$ cat config.mk
export PLATFORM = sky130hd
export DESIGN_NAME = eeprom_page_writer
export DESIGN_NICKNAME = d
export VERILOG_FILES = /design/src/rtl/eeprom_pw_pkg.sv /design/src/rtl/pw_page_buf.sv /design/src/rtl/pw_busy_timer.sv /design/src/rtl/eeprom_page_writer.sv
export SDC_FILE = /design/constraint.sdc
export NUM_CORES = 1
export LEC_CHECK = 0
export BUFFER_PORTS_ARGS = -buffer_cell sky130_fd_sc_hd__clkbuf_2
export CAP_MARGIN = 15
export CORE_AREA = 5 5 122 124
export CTS_CLUSTER_DIAMETER = 150
export DETAILED_ROUTE_END_ITERATION = 12
export DIE_AREA = 0 0 127 129
export PLACE_DENSITY_LB_ADDON = 0.2
export RECOVER_POWER = 25
export SETUP_SLACK_MARGIN = 0.3
export SLEW_MARGIN = 20
export SYNTH_ARGS = -nofsm -noshare
export SYNTH_HDL_FRONTEND = slang
export SYNTH_SLANG_ARGS = --single-unit
$ cat constraint.sdc
create_clock -name clk -period 4.3 [get_ports clk]
set_clock_uncertainty 0.05 [all_clocks]
set_input_delay 0.43 -clock clk [delete_from_list [all_inputs] [get_ports clk]]
set_output_delay 0.43 -clock clk [all_outputs]
set_load 0.03 [all_outputs]
$ cat src/rtl/eeprom_pw_pkg.sv
package eeprom_pw_pkg;
  typedef enum logic [1:0] {
    PW_IDLE = 2'd0,
    PW_LOAD = 2'd1,
    PW_PROG = 2'd2
  } pw_state_e;
endpackage

$ cat src/rtl/pw_page_buf.sv
// One-page staging store: a register per byte slot plus a loaded mask.
module pw_page_buf #(
  parameter int PAGE_AW = 4,
  parameter int DATA_W  = 8
) (
  input  logic               clk,
  input  logic               rst_n,
  input  logic               clr_i,
  input  logic               wr_en_i,
  input  logic [PAGE_AW-1:0] wr_off_i,
  input  logic [DATA_W-1:0]  wr_data_i,
  input  logic [PAGE_AW-1:0] rd_off_i,
  output logic [DATA_W-1:0]  rd_data_o,
  output logic               rd_loaded_o
);
  localparam int DEPTH = 1 << PAGE_AW;

  logic [DEPTH-1:0][DATA_W-1:0] slots;
  logic [DEPTH-1:0]             ld_q, ld_d;

  for (genvar gi = 0; gi < DEPTH; gi++) begin : g_slot
    logic              hit;
    logic [DATA_W-1:0] slot_q;
    assign hit = wr_en_i && (wr_off_i == PAGE_AW'(gi));
    // data slots need no reset: the loaded mask qualifies them
    always_ff @(posedge clk) begin
      if (hit) slot_q <= wr_data_i;
    end
    assign slots[gi] = slot_q;
  end

  always_comb begin
    ld_d = ld_q;
    if (clr_i)        ld_d = '0;
    else if (wr_en_i) ld_d[wr_off_i] = 1'b1;
  end

  always_ff @(posedge clk or negedge rst_n) begin
    if (!rst_n) ld_q <= '0;
    else        ld_q <= ld_d;
  end

  assign rd_data_o   = slots[rd_off_i];
  assign rd_loaded_o = ld_q[rd_off_i];
endmodule

$ cat src/rtl/pw_busy_timer.sv
// Models the programming time and sweeps the page offsets at its start.
module pw_busy_timer #(
  parameter int CYCLES  = 40,
  parameter int PAGE_AW = 4
) (
  input  logic               clk,
  input  logic               rst_n,
  input  logic               start_i,
  output logic               busy_o,
  output logic               last_o,
  output logic               scan_vld_o,
  output logic [PAGE_AW-1:0] scan_off_o
);
  localparam int PAGE_BYTES = 1 << PAGE_AW;
  localparam int EFF        = (CYCLES < PAGE_BYTES) ? PAGE_BYTES : CYCLES;
  localparam int CNT_W      = $clog2(EFF + 1);
  localparam logic [CNT_W-1:0] LAST = CNT_W'(EFF - 1);
  localparam logic [CNT_W-1:0] SWEEP_END = CNT_W'(PAGE_BYTES);

  logic             busy_q, busy_d;
  logic [CNT_W-1:0] cnt_q, cnt_d;
  logic             cnt_en;

  assign last_o = busy_q && (cnt_q == LAST);

  always_comb begin
    busy_d = busy_q;
    cnt_d  = cnt_q;
    cnt_en = 1'b0;
    if (start_i && !busy_q) begin
      busy_d = 1'b1;
      cnt_d  = '0;
      cnt_en = 1'b1;
    end else if (busy_q) begin
      cnt_en = 1'b1;
      if (last_o) begin
        busy_d = 1'b0;
        cnt_d  = '0;
      end else begin
        cnt_d = cnt_q + CNT_W'(1);
      end
    end
  end

  always_ff @(posedge clk or negedge rst_n) begin
    if (!rst_n) begin
      busy_q <= 1'b0;
      cnt_q  <= '0;
    end else begin
      busy_q <= busy_d;
      if (cnt_en) cnt_q <= cnt_d;
    end
  end

  assign busy_o     = busy_q;
  assign scan_vld_o = busy_q && (cnt_q < SWEEP_END);
  assign scan_off_o = cnt_q[PAGE_AW-1:0];
endmodule

$ cat src/rtl/eeprom_page_writer.sv
module eeprom_page_writer
  import eeprom_pw_pkg::*;
#(
  parameter int ADDR_W      = 10,
  parameter int PAGE_AW     = 4,
  parameter int DATA_W      = 8,
  parameter int PROG_CYCLES = 40
) (
  input  logic              clk,
  input  logic              rst_n,
  input  logic              wel_set_i,
  input  logic              wel_clr_i,
  input  logic              wprot_i,
  input  logic              wr_start_i,
  input  logic [ADDR_W-1:0] start_addr_i,
  input  logic              byte_vld_i,
  input  logic [DATA_W-1:0] byte_i,
  input  logic              cs_rise_i,
  input  logic              cs_aligned_i,
  output logic              arr_we_o,
  output logic [ADDR_W-1:0] arr_addr_o,
  output logic [DATA_W-1:0] arr_data_o,
  output logic              wip_o,
  output logic              wel_o,
  output logic              rd_inhibit_o
);
  localparam int PG_W = ADDR_W - PAGE_AW;

  pw_state_e          state_q, state_d;
  logic [PG_W-1:0]    page_q;
  logic [PAGE_AW-1:0] off_q, off_d;
  logic               off_en;
  logic               got_q, got_d;
  logic               wel_q, wel_d;

  logic accept, take_byte, commit, abort;
  logic tmr_busy, tmr_last, scan_vld, slot_loaded;
  logic [PAGE_AW-1:0] scan_off;
  logic [DATA_W-1:0]  slot_data;

  // transaction decisions
  assign accept    = (state_q == PW_IDLE) && wr_start_i && wel_q && !wprot_i;
  assign take_byte = (state_q == PW_LOAD) && byte_vld_i;
  assign commit    = (state_q == PW_LOAD) && cs_rise_i && cs_aligned_i && got_q;
  assign abort     = (state_q == PW_LOAD) && cs_rise_i && !commit;

  always_comb begin
    state_d = state_q;
    unique case (state_q)
      PW_IDLE: if (accept) state_d = PW_LOAD;
      PW_LOAD: begin
        if (commit)     state_d = PW_PROG;
        else if (abort) state_d = PW_IDLE;
      end
      PW_PROG: if (tmr_last) state_d = PW_IDLE;
      default: state_d = PW_IDLE;
    endcase
  end

  always_comb begin
    off_en = accept || take_byte;
    off_d  = accept ? start_addr_i[PAGE_AW-1:0] : off_q + PAGE_AW'(1);
    got_d  = got_q;
    if (accept)         got_d = 1'b0;
    else if (take_byte) got_d = 1'b1;
  end

  always_comb begin
    wel_d = wel_q;
    if (tmr_last)                 wel_d = 1'b0;
    else if (state_q != PW_PROG) begin
      if (wel_clr_i)              wel_d = 1'b0;
      else if (wel_set_i)         wel_d = 1'b1;
    end
  end

  always_ff @(posedge clk or negedge rst_n) begin
    if (!rst_n) begin
      state_q <= PW_IDLE;
      page_q  <= '0;
      off_q   <= '0;
      got_q   <= 1'b0;
      wel_q   <= 1'b0;
    end else begin
      state_q <= state_d;
      if (accept) page_q <= start_addr_i[ADDR_W-1:PAGE_AW];
      if (off_en) off_q  <= off_d;
      got_q <= got_d;
      wel_q <= wel_d;
    end
  end

  pw_page_buf #(
    .PAGE_AW (PAGE_AW),
    .DATA_W  (DATA_W)
  ) u_buf (
    .clk         (clk),
    .rst_n       (rst_n),
    .clr_i       (accept),
    .wr_en_i     (take_byte),
    .wr_off_i    (off_q),
    .wr_data_i   (byte_i),
    .rd_off_i    (scan_off),
    .rd_data_o   (slot_data),
    .rd_loaded_o (slot_loaded)
  );

  pw_busy_timer #(
    .CYCLES  (PROG_CYCLES),
    .PAGE_AW (PAGE_AW)
  ) u_tmr (
    .clk        (clk),
    .rst_n      (rst_n),
    .start_i    (commit),
    .busy_o     (tmr_busy),
    .last_o     (tmr_last),
    .scan_vld_o (scan_vld),
    .scan_off_o (scan_off)
  );

  assign arr_we_o     = scan_vld && slot_loaded;
  assign arr_addr_o   = {page_q, scan_off};
  assign arr_data_o   = slot_data;
  assign wip_o        = (state_q == PW_PROG);
  assign wel_o        = wel_q;
  assign rd_inhibit_o = tmr_busy;
endmodule

## Yosys cells after proc, flatten, opt, wreduce, memory -nomap -nowiden

Cells that the tools add are included.

- $add $sub $neg: 2
- Magnitude comparators: 4
- Equality and inequality tests: 22
- Multiplexer cells: 28
- Bitwise operators: 1
- Reductions and logical operators: 42

Operators by type and width:

| kind | number |
|---|---|
| binary-select mux 8 bit (select 4 bit) | 1 |
| equality test 4 bit, second input constant | 8 |
| 2-to-1 mux 16 bit | 2 |
| logical AND 1 bit | 29 |
| 2-to-1 mux 6 bit | 3 |
| equality test 4 x 3 -> 1 bit, second input constant | 4 |
| OR 16 bit | 1 |
| 2-to-1 mux 1 bit | 13 |
| < comparator 4 x 5 -> 1 bit, second input constant | 2 |
| equality test 4 x 2 -> 1 bit, second input constant | 2 |
| 2-to-1 mux 2 bit | 4 |
| 2-to-1 mux 8 bit | 1 |
| adder 6 x 1 -> 6 bit, second input constant | 1 |
| equality test 6 bit, second input constant | 1 |
| < comparator 6 x 5 -> 1 bit, second input constant | 1 |
| one-hot mux 2 bit (3 select lines) | 1 |
| nonzero test 2 bit | 3 |
| adder 4 x 1 -> 4 bit, second input constant | 1 |
| binary-select mux 1 bit (select 4 bit) | 1 |
| demux 1 bit (select 4 bit) | 1 |
| equality test 4 x 1 -> 1 bit, second input constant | 1 |
| greater-or-equal comparator 4 x 1 -> 1 bit, second input constant | 1 |
| zero test 4 bit | 1 |
| 2-to-1 mux 4 bit | 1 |
| 11 further kinds | 15 |

- Register bits: 165
- Input port bits: 27
- Output and inout bits: 22
- Word-level logic and storage cells: 123

## Depth between registers and ports, before layout

Gate-level depths: netlist of run 1.

- Word-level depth: 9
- Gate-level depth with buffers: 6
- Mapped depth without buffers: 5

## By module

A second synthesis of run 1 with hierarchy kept.

- Cells, all modules: 383
- Area, all modules: 6784.0 um^2

Modules (own cells, without submodules):

| module | instances | cells an instance | area an instance (um^2) | sequential area each (um^2) |
|---|---|---|---|---|
| pw_page_buf | 1 | 288 | 5724.2 | 4244.1 |
| eeprom_page_writer | 1 | 52 | 643.1 | 350.3 |
| pw_busy_timer | 1 | 43 | 416.6 | 175.2 |

## Worst setup path before layout of run 1

Ideal clock, no wire load.

- Kind: reg2out
- Start point: register u_tmr.cnt_q[0]
- End point: output port arr_we_o
- Arrival time: 1712 ps
- Data required time: 3820 ps
- Slack: 2108 ps
- Cell stages (with the launch flop): 6
- Buffers on the path: 2
- Cells stage by stage: dfrtp_1 -> buf_6 -> buf_12 -> mux2i_1 -> a311o_1 -> a211oi_2

- Cells in the longest elaborated chain, start to end: 3
- Elaborated cells between the ends (all ways): 5
- Those cells by class: order compare: 1; mux: 2; reduce/logical: 2

Ends and longest elaborated chain:

| element | line | text |
|---|---|---|
| start: declaration | pw_busy_timer.sv:21 | `logic [CNT_W-1:0] cnt_q, cnt_d;` |
| start signal: assignment | pw_busy_timer.sv:51 | `if (cnt_en) cnt_q <= cnt_d;` |
| < comparator 6 x 5 -> 1 bit / binary-select mux 1 bit (select 4 bit) (equally long branches) | pw_busy_timer.sv:56, pw_page_buf.sv:44 |  |
| logical AND 1 bit / 2-to-1 mux 1 bit (equally long branches) | pw_busy_timer.sv:56, pw_page_buf.sv:44 |  |
| logical AND 1 bit * | eeprom_page_writer.sv:121 | `assign arr_we_o = scan_vld && slot_loaded;` |
| end: declaration | eeprom_page_writer.sv:20 | `output logic arr_we_o,` |

Every way passes the cells marked *; elsewhere a longest branch is shown, timed or not. The select of a mux whose other input is x is not followed.

## Final worst setup path of run 1

- Start point: register u_tmr.cnt_q[0]
- End point: output port arr_data_o[7]

- Cells in the longest elaborated chain, start to end: 2

Ends and longest elaborated chain:

| element | line | text |
|---|---|---|
| binary-select mux 8 bit (select 4 bit) | pw_page_buf.sv:43 | `assign rd_data_o = slots[rd_off_i];` |
| 2-to-1 mux 8 bit (implied by the code) | pw_page_buf.sv:43 |  |
| end: declaration | eeprom_page_writer.sv:22 | `output logic [DATA_W-1:0] arr_data_o,` |

No other way between the ends. The select of a mux whose other input is x is not followed.

==> results of run 1 <==
[path summary, 6_finish.rpt]
| kind | startpoint | endpoint | slack (ns) | depth (start not counted) |
|---|---|---|---|---|
| min | rst_n | page_q[5] | 0.04 | 1 |
| min reg2reg | page_q[2] | page_q[2] | 0.43 | 2 |
| max reg2reg | state_q[1] | u_buf.g_slot[11].slot_q[4] | 1.81 | 4 |
| max | u_tmr.cnt_q[0] | arr_data_o[7] | 1.04 | 5 |
| min in group clk | wel_clr_i | wel_o | 0.13 | 2 |
| max in group asynchronous | rst_n | u_tmr.cnt_q[0] | 3.57 | 1 |
[cell families (layout without fill, tap and decap cells)]
family | count (synthesis) | after routing | share of synthesized area (%)
flops | 165 | 165 | 70.3
simple gates | 82 | 82 | 5.46
compound gates | 57 | 57 | 6.29
mux | 39 | 39 | 13.7
buf+inv | 28 | 99 | 3.04
fa+ha+maj | 5 | 5 | 0.922
xor+xnor | 2 | 2 | 0.258
[cell usage in the layout (no fill, tap or decap), types with 3 or more instances in the layout]
master       n
a22oi_1     17
a31oi_1      3
a41oi_1      3
buf_4       15
bufinv_16    3
clkbuf_1     6
clkbuf_16   17
clkbuf_2    41
clkinv_1     3
clkinv_4     4
dfrtp_1     36
edfxtp_1   128
ha_1         5
inv_1        4
mux2_2       3
mux4_1      30
mux4_2       4
nand2_1     40
nand2b_1     6
nand3_1      7
nor2_1      15
nor3_1       3
o21a_1      17
o21ai_0      3
[where the power goes]
group	internal [mW]	switching (mW)
logic	0.569	0.747
registers	1.87	0.253
clock network	0.916	0.615
[sequential cells by signal, indices dropped and copies added, names as in the netlist]
name / flops
page_q: 6
got_q: 1
u_tmr.busy_o: 1
wel_o: 1
u_buf.g_slot.slot_q: 128
off_q: 4
u_tmr.cnt_q: 6
u_buf.ld_q: 16
state_q: 2
[final cells by class]
class	count	area [µm²]	area share, %
sequential	165	4770	61.3
multi-input combinational	185	1830	23.4
clock buffer	17	425	5.46
timing repair buffer	63	345	4.44
tap	180	225	2.89
clock inverter	15	178	2.28
inverter	4	15.0	0.193
[through the flow]
| stage | power, mW | cells | utilization (%) | setup WS (ns) |
|---|---|---|---|---|
| 4_1_cts | 5.02 | 629 | 57.0 | 0.953 |
| 6_report | 4.97 | 629 | 57.0 | 1.04 |
| 2_1_floorplan | 3.18 | 378 | - | 2.11 |
| 3_3_place_gp | 3.46 | 597 | 52.5 | 1.45 |
| 5_1_grt | 5.21 | 629 | 57.0 | 0.868 |
| 3_5_place_dp | 3.49 | 597 | 52.6 | 1.43 |
[critical path: stages, from the launching register on]
cell	delay [ns]
dfrtp_2	0.97
buf_4	0.34
mux4_1	0.57
a22oi_1	0.21
nand2_1	0.07
clkbuf_2	0.18
[per-layer routing]
| metal | up-vias | routed length, µm | part of all wire [%] | track usage (%) |
|---|---|---|---|---|
| met5 | - | 11 | 0.079 | 0 |
| li1 | 1634 | - | - | - |
| met1 | 1853 | 5770 | 41 | 23.8 |
| met3 | 27 | 812 | 5.8 | 4.57 |
| met4 | 2 | 310 | 2.2 | 7.13 |
| met2 | 81 | 7110 | 51 | 30.3 |
==> metrics.csv, run 1 <==
stage,metric,value,unit
synthesis,"count leader, synth",edfxtp_1,
sta,Setup-failing EPs final,0,
drt,Remaining DRCs,0,
sta,"Slew Viols, Final",0,
placement,number of port buffers,48,
drt,initial drt markers,342,
drt,final wirelength,14000,µm
grt,global-route wire length before repair,21700,µm
synthesis,register bit total from synthesis,165,
floorplan,I/O Pins,49,
final_layout,Syn-to-layout area delta,14.7,%
floorplan,Initial Utilization,49.7,%
worst_setup_path,Critical Path AT,2.78,ns
sta,Slew HR,29.1,%
floorplan,Die ar.,16400,µm²
synthesis,Area contributors post-synth,"edfxtp_1, dfrtp_1, mux4_1",
final_layout,n_diodes,0,
status,status,"finished, final reports clean",
grt,GRT overflow,0,
synthesis,syn avg cell area,18.0,µm²
clocking,H-tree depth,4,
final_layout,Nets,468,
sta,final hold vios,0,
synthesis,Post-synth EDFFs,128,
worst_setup_path,type of origin of the critical path,flop,
worst_setup_path,CP max FO,34,
sta,final worst-path cycle share,75.9,%
final_layout,share of cells above drive strength 1,22.3,%
sta,RSZ-0062 raised after global routing,no,
placement,Placer Congestion,0.731,
synthesis,synth warn,0,
synthesis,Synth area leader,edfxtp_1,
floorplan,die height,129,µm
power_and_ir_drop,Peak supply drop,280,µV
clocking,CTS Buf Count,17,
synthesis,Post-synth ARST share,22.4,%
flow_run,Max Cap Viol,0,
synthesis,sequential fraction of the synthesis area,70.3,%
floorplan,core area,13700,µm²
sta,WHS,0.0434,ns
worst_setup_path,CP required,3.82,ns
grt,largest net degree at the start of global routing,38,
clocking,worst skew pair latency,0.42,ns
power_and_ir_drop,pwr dens,638,nW/µm²
synthesis,Synth top area share,56.6,%
hold_path,hold crit path type,in2async,
drt,routed wire length per instance,22.3,µm
clocking,clock-pin slew on the worst setup and hold paths,0.06,ns
synthesis,Synthesized Nets,410,
synthesis,"top cells by count, synth","edfxtp_1, nand2_1, dfrtp_1, mux4_1",
grt,antenna violations before repair,1,
drt,Routed Antenna Nets,0,
grt,GRT Total Usage,18.4,%
worst_setup_path,critical path class,reg2out,
final_layout,# fillers,1074,
clocking,# clock sinks,165,
sta,TNS Setup,0,ns
sta,Worst-Margin Slew,1.05,ns
drt,vias per inst,5.72,
clocking,CTS tree,built,
worst_setup_path,critical path capture point type,output port,
sta,post-layout min period,3.26,ns
floorplan,row count,43,
synthesis,mapped cell area,6790,µm²
clocking,CTS root buf,clkbuf_16,
clocking,post-CTS sizing,0,
grt,vias in the first global route,3716,
final_layout,post-route cell area,7780,µm²
clocking,setup bufs post-CTS,0,
drt,Initial DRT Pass Iterations,4,
power_and_ir_drop,Leak,2.92,nW
clocking,Longest Clk Path Bufs,2,
synthesis,Synth Flop Type,edfxtp_1,
clocking,post-cts hold buffer count,0,
synthesis,Netlist cell types,47,
sta,top achievable clock speed,306,MHz
floorplan,Die X,127,µm
placement,Post-DP Area,7190,µm²
placement,Post-DP HPWL,9150,µm
synthesis,Syn Inst Count,378,
drt,vias,3597,
(Power assumes the default switching activity.)
==> inputs of run 2 (changes only) <==
clock period = 2.7 ns   (was 4.3 ns; I/O delays follow)
==> run 2 against run 1 <==
  * Final cell count up 4.6%
  * Via count up 3.9%
  * Sequential power up 53%
  * Die area unchanged
  * Flip-flop and latch count unchanged
  * Global-route usage up 0.39 points
  * Non-clock buffer count up 29
  * Critical path type unchanged
==> metrics.csv, run 2 (synthesis results as in run 1) <==
stage,metric,value,unit
status,status,"finished, final reports clean",
floorplan,Initial Utilization,49.7,%
clocking,clock-pin slew on the worst setup and hold paths,0.06,ns
final_layout,Syn-to-layout area delta,20.5,%
power_and_ir_drop,clock share of power,26.8,%
worst_setup_path,CP max FO,8,
placement,Post-DP Area,7290,µm²
placement,Placer Congestion,0.815,
sta,WHS,0.0165,ns
final_layout,"Cell Count, Final, Fillers Out",658,
floorplan,I/O Pins,49,
drt,final wirelength,14700,µm
grt,largest net degree at the start of global routing,26,
final_layout,most flop-heavy register,u_buf.g_slot.slot_q,
worst_setup_path,CP required,2.38,ns
drt,vias,3736,
power_and_ir_drop,Leak,3.03,nW
sta,RSZ-0062 raised after global routing,yes,
final_layout,n_diodes,0,
floorplan,row count,43,
floorplan,die height,129,µm
clocking,CTS Buf Count,17,
sta,post-layout min period,2.49,ns
clocking,CTS root buf,clkbuf_16,
floorplan,Die ar.,16400,µm²
placement,number of port buffers,48,
power_and_ir_drop,Peak supply drop,600,µV
grt,GRT overflow,0,
sta,final worst-path cycle share,92.3,%
power_and_ir_drop,sw frac,32.3,%
hold_path,hold depth,3,
final_layout,max reg flops,128,
final_layout,"most common cell after layout, fill and taps aside",edfxtp_1,
final_layout,share of the core filled with cells,59.9,%
sta,Worst-Margin Slew,0.934,ns
drt,Remaining DRCs,0,
hold_path,min-delay src,start_addr_i[2],
floorplan,Die X,127,µm
grt,GRT Total Usage,18.8,%
clocking,# clock sinks,165,
flow_run,Max Cap Viol,0,
final_layout,post-route cell area,8180,µm²
final_layout,top flop regs,"u_buf.g_slot.slot_q: 128 flops, u_buf.ld_q: 16 flops",
final_layout,most frequent cells in the layout,"edfxtp_1, nand2_1, dfrtp_1",
worst_setup_path,Reg2Reg Setup Slack,0.48,ns
drt,vias per inst,5.68,
grt,global-route wire length before repair,22400,µm
sta,Setup-failing EPs final,0,
clocking,CTS tree,built,
final_layout,share of cells above drive strength 1,31.4,%
power_and_ir_drop,Psw,2.78,mW
power_and_ir_drop,Int Pwr,5.84,mW
sta,Slew HR,37.8,%
clocking,worst skew pair latency,0.42,ns
power_and_ir_drop,pwr dens,1050,nW/µm²
drt,Initial DRT Pass Iterations,5,
worst_setup_path,reg2reg path depth,4,
worst_setup_path,r2r startpoint,state_q[1],
power_and_ir_drop,Comb power frac,35.5,%
grt,vias in the first global route,3812,
worst_setup_path,Critical Path AT,2.17,ns
placement,Post-DP HPWL,8750,µm
final_layout,Nets,497,
sta,"Slew Viols, Final",0,
hold_path,hold crit path type,in2reg,
worst_setup_path,Worst R2R End,u_buf.g_slot[2].slot_q[7],
sta,TNS Setup,0,ns
worst_setup_path,critical path capture point type,output port,
grt,antenna violations before repair,0,
sta,top achievable clock speed,401,MHz
final_layout,# fillers,1041,
worst_setup_path,type of origin of the critical path,flop,
final_layout,multi-input logic area,1800,µm²
drt,initial drt markers,326,
drt,routed wire length per instance,22.4,µm
hold_path,end point of the worst hold path,off_q[2],
clocking,Longest Clk Path Bufs,2,
power_and_ir_drop,Flop pwr share,37.7,%
sta,final hold vios,0,
final_layout,Seq. cell area,4770,µm²
placement,DP Cell Count,609,
clocking,H-tree depth,4,
drt,Routed Antenna Nets,0,
floorplan,core area,13700,µm²
worst_setup_path,critical path class,reg2out,
[run 2: per-layer routing]
layer / share of wire [%] / global-route usage [%]
met4: 0.80 / 5.93
met5: 0 / 0
met2: 49 / 29.6
met3: 5.7 / 3.61
met1: 44 / 26.8
[run 2: layout make-up]
type                       instances  share of cell area, %
multi-input combinational        185                   22.0
timing repair buffer              92                   9.78
clock inverter                    13                   1.62
clock buffer                      19                   5.29
tap                              180                   2.75
sequential                       165                   58.3
inverter                           4                  0.184
[run 2: timing repair]
| action | in CTS | in global routing |
|---|---|---|
| hold buffers | 8 | 0 |
| resized for setup | 47 | 15 |
| endpoints found under the setup margin | 9 | 9 |
| gates cloned | 3 | 1 |
| setup buffers | 5 | 0 |
| pin swaps | 12 | 9 |
| hold endpoints to repair | 28 | 0 |
[run 2: per-stage QoR]
step           setup WS, ns  total power [mW]
5_1_grt               0.133              9.00
3_3_place_gp          0.546              5.61
3_5_place_dp          0.492              5.65
2_1_floorplan         0.636              5.06
4_1_cts               0.191              8.56
6_report              0.207              8.62
[run 2: power groups by stage]
stage | Clock (mW) | Combinational, mW | Sequential (mW)
after floorplan | 0 | 1.78 | 3.28
after global placement | 0 | 2.35 | 3.26
after detailed placement | 0 | 2.38 | 3.27
after CTS | 2.34 | 2.98 | 3.24
after global routing | 2.45 | 3.26 | 3.29
final | 2.31 | 3.06 | 3.25
[run 2: critical path, stage by stage (launching register included)]
cell	delay (ns)
dfrtp_2	0.47
buf_12	0.18
mux4_2	0.34
o22ai_2	0.06
a311o_1	0.30
a211oi_2	0.21
clkbuf_8	0.20
[run 2: worst max-delay path by stage]
stage	start	to	slack [ns]	cells past startpoint
2_1_floorplan	state_q[1]	u_buf.g_slot[3].slot_q[0]	0.64	4
3_3_place_gp	u_tmr.cnt_q[0]	arr_we_o	0.55	6
3_5_place_dp	state_q[1]	u_buf.g_slot[2].slot_q[1]	0.49	4
4_1_cts	u_tmr.cnt_q[0]	arr_we_o	0.19	6
5_1_grt	u_tmr.cnt_q[0]	arr_data_o[2]	0.13	6
6_report	u_tmr.cnt_q[0]	arr_we_o	0.21	6
==> inputs of run 3 (changes only) <==
SYNTH_HIERARCHICAL = 1   (was unset)
==> run 3 against run 2 <==
  * Die area did not move
  * Sequential power barely moved
  * Wire length rose by 0.33%
  * Critical path depth did not move
  * Count of clock-buffer cells in the layout fell by 1
  * Cell area fell by 0.26%
  * First-iteration DRC count rose by 10%
  * Final cell count fell by 0.15%
  * Critical path type unchanged
  * Largest cell class unchanged
  * Highest routed layer unchanged
==> metrics.csv, run 3 <==
stage,metric,value,unit
synthesis,complex-gate fraction of the synthesized area,5.53,%
final_layout,n_diodes,0,
sta,final setup margin,0.263,ns
synthesis,Netlist cell types,54,
drt,Remaining DRCs,0,
synthesis,post-synthesis mux area share,13.7,%
sta,Setup-failing EPs final,0,
synthesis,synth warn,6,
final_layout,"most common cell after layout, fill and taps aside",edfxtp_1,
power_and_ir_drop,Peak supply drop,481,µV
final_layout,Syn-to-layout area delta,20.3,%
final_layout,most frequent cells in the layout,"edfxtp_1, nor2_1, dfrtp_1",
synthesis,sequential fraction of the synthesis area,70.3,%
floorplan,Die ar.,16400,µm²
synthesis,post-synthesis xor/xnor area fraction,0.129,%
synthesis,register bit total from synthesis,165,
synthesis,mapped cell area,6780,µm²
placement,Post-DP HPWL,9180,µm
sta,Slew HR,39.5,%
grt,largest net degree at the start of global routing,38,
sta,WHS,0.00904,ns
worst_setup_path,type of origin of the critical path,flop,
grt,global-route wire length before repair,23000,µm
drt,routed wire length per instance,22.5,µm
floorplan,die height,129,µm
synthesis,Synth area leader,edfxtp_1,
sta,post-layout min period,2.44,ns
sta,Worst-Margin Slew,0.907,ns
drt,Routed Antenna Nets,0,
synthesis,Post-Synth Adder-Cell Area,0.369,%
synthesis,"count leader, synth",edfxtp_1,
floorplan,Initial Utilization,49.6,%
clocking,# clock sinks,165,
clocking,CTS Buf Count,17,
grt,GRT Total Usage,19.4,%
sta,top achievable clock speed,410,MHz
sta,final hold vios,0,
hold_path,min-delay src,start_addr_i[7],
worst_setup_path,r2r startpoint,state_q[1],
synthesis,syn avg cell area,17.7,µm²
grt,GRT overflow,0,
floorplan,I/O Pins,49,
sta,TNS Setup,0,ns
power_and_ir_drop,Leak,2.99,nW
grt,vias in the first global route,3942,
synthesis,Syn Inst Count,383,
clocking,CTS tree,built,
final_layout,share of cells above drive strength 1,33.8,%
clocking,Longest Clk Path Bufs,2,
sta,RSZ-0062 raised after global routing,yes,
placement,number of port buffers,48,
floorplan,Die X,127,µm
drt,final wirelength,14800,µm
clocking,CTS root buf,clkbuf_16,
power_and_ir_drop,pwr dens,1050,nW/µm²
clocking,worst skew pair latency,0.42,ns
synthesis,Area contributors post-synth,"edfxtp_1, dfrtp_1, mux4_2",
status,status,"finished, final reports clean",
final_layout,most flop-heavy register,u_buf/g_slot.slot_q,
worst_setup_path,Critical path origin,u_tmr/cnt_q[0],
final_layout,Nets,493,
final_layout,share of the core filled with cells,59.7,%
final_layout,top flop regs,"u_buf/g_slot.slot_q: 128 flops, u_buf/ld_q: 16 flops",
worst_setup_path,critical path capture point type,output port,
worst_setup_path,CP max FO,7,
worst_setup_path,Reg2Reg Setup Slack,0.55,ns
synthesis,largest family of logic cells by synthesized area,multiplexers,
synthesis,Synth top area share,56.7,%
final_layout,post-route cell area,8160,µm²
clocking,clock-pin slew on the worst setup and hold paths,0.06,ns
floorplan,core area,13700,µm²
placement,Post-DP Area,7320,µm²
flow_run,Max Cap Viol,0,
sta,final worst-path cycle share,90.3,%
floorplan,row count,43,
placement,pre-CTS setup slack,0.405,ns
worst_setup_path,Critical Path AT,2.12,ns
drt,Initial DRT Pass Iterations,4,
drt,initial drt markers,359,
clocking,H-tree depth,4,
drt,vias,3790,
placement,Placer Congestion,0.749,
synthesis,Post-Synth Simple-Gate Area,7.17,%
grt,antenna violations before repair,0,
synthesis,Post-synth ARST share,22.4,%
worst_setup_path,critical path class,reg2out,
final_layout,max reg flops,128,
synthesis,"top cells by count, synth","edfxtp_1, dfrtp_1, nor2_1, mux4_2, a22oi_1",
worst_setup_path,CP required,2.38,ns
hold_path,hold crit path type,in2reg,
synthesis,Synth Flop Type,edfxtp_1,
synthesis,Synthesized Nets,412,
drt,vias per inst,5.77,
sta,"Slew Viols, Final",0,
synthesis,Post-synth EDFFs,128,
-- run 3: changes by cell type after synthesis, moves of 13 or more --
cell	previous run	this run
nand2_1	40	15
nor2_1	15	36
mux4_2	4	22
o21a_1	17	0
mux4_1	30	14
a21oi_1	2	15
-- run 3: logic make-up (layout without fill, tap and decap cells) --
kind of cell,Yosys count,count (layout)
buffers and inverters,26,120
AOI/OAI and AO/OA,55,55
adders and majority gates,2,2
DFF,165,165
and+or+nand+nor,92,92
xor gates and xnor gates,1,1
muxes,42,42
-- run 3: path summary, 6_finish.rpt --
check / endpoint / cells after the start
worst max-delay path: arr_data_o[3] / 6
worst min-delay path: page_q[3] / 2
worst max register to register: u_buf/g_slot[0].slot_q[1] / 5
worst min register to register: page_q[1] / 1
max in group asynchronous: u_tmr/cnt_q[0] / 2
min in group asynchronous: page_q[3] / 2
-- run 3: final cells by class --
class / count / area [µm²]
Fill cell: 1041 / 5510
Inverter: 6 / 25.0
Clock buffer: 18 / 429
Clock inverter: 14 / 183
Sequential cell: 165 / 4770
Timing Repair Buffer: 82 / 666
Multi-Input combinational cell: 192 / 1860
Tap cell: 180 / 225
-- run 3: stage by stage --
stage | power (mW) | std cells
floorplan | 5.03 | 383
global placement | 5.63 | 615
detailed placement | 5.68 | 615
CTS | 8.59 | 657
global route | 8.96 | 657
finish | 8.59 | 657
-- run 3: what timing repair did --
action / CTS / global route
resized for setup: 46 / 8
hold buffers: 4 / 0
pin swaps: 17 / 3
setup endpoints to repair: 9 / 9
setup buffers: 5 / 0
gates cloned: 1 / 0
hold endpoints to repair: 40 / 0
-- run 3: power breakdown --
part	leakage [nW]	switching, mW	internal, mW
sequential	1.63	0.291	2.98
clock	0.293	0.955	1.54
combinational	1.06	1.46	1.35
-- run 3: metal layers --
layer | up-vias | GRT usage, % | part of all wire (%)
met5 | - | 0 | 0
met2 | 108 | 33.9 | 54
met1 | 1982 | 23.7 | 39
li1 | 1685 | - | -
met3 | 15 | 4.40 | 5.1
met4 | 0 | 7.57 | 1.9
-- run 3: critical path: stages (launching register included) --
cell	delay, ns
dfrtp_4	0.44
buf_12	0.16
buf_12	0.14
mux4_2	0.50
a22oi_2	0.20
nand2_1	0.09
clkbuf_8	0.16
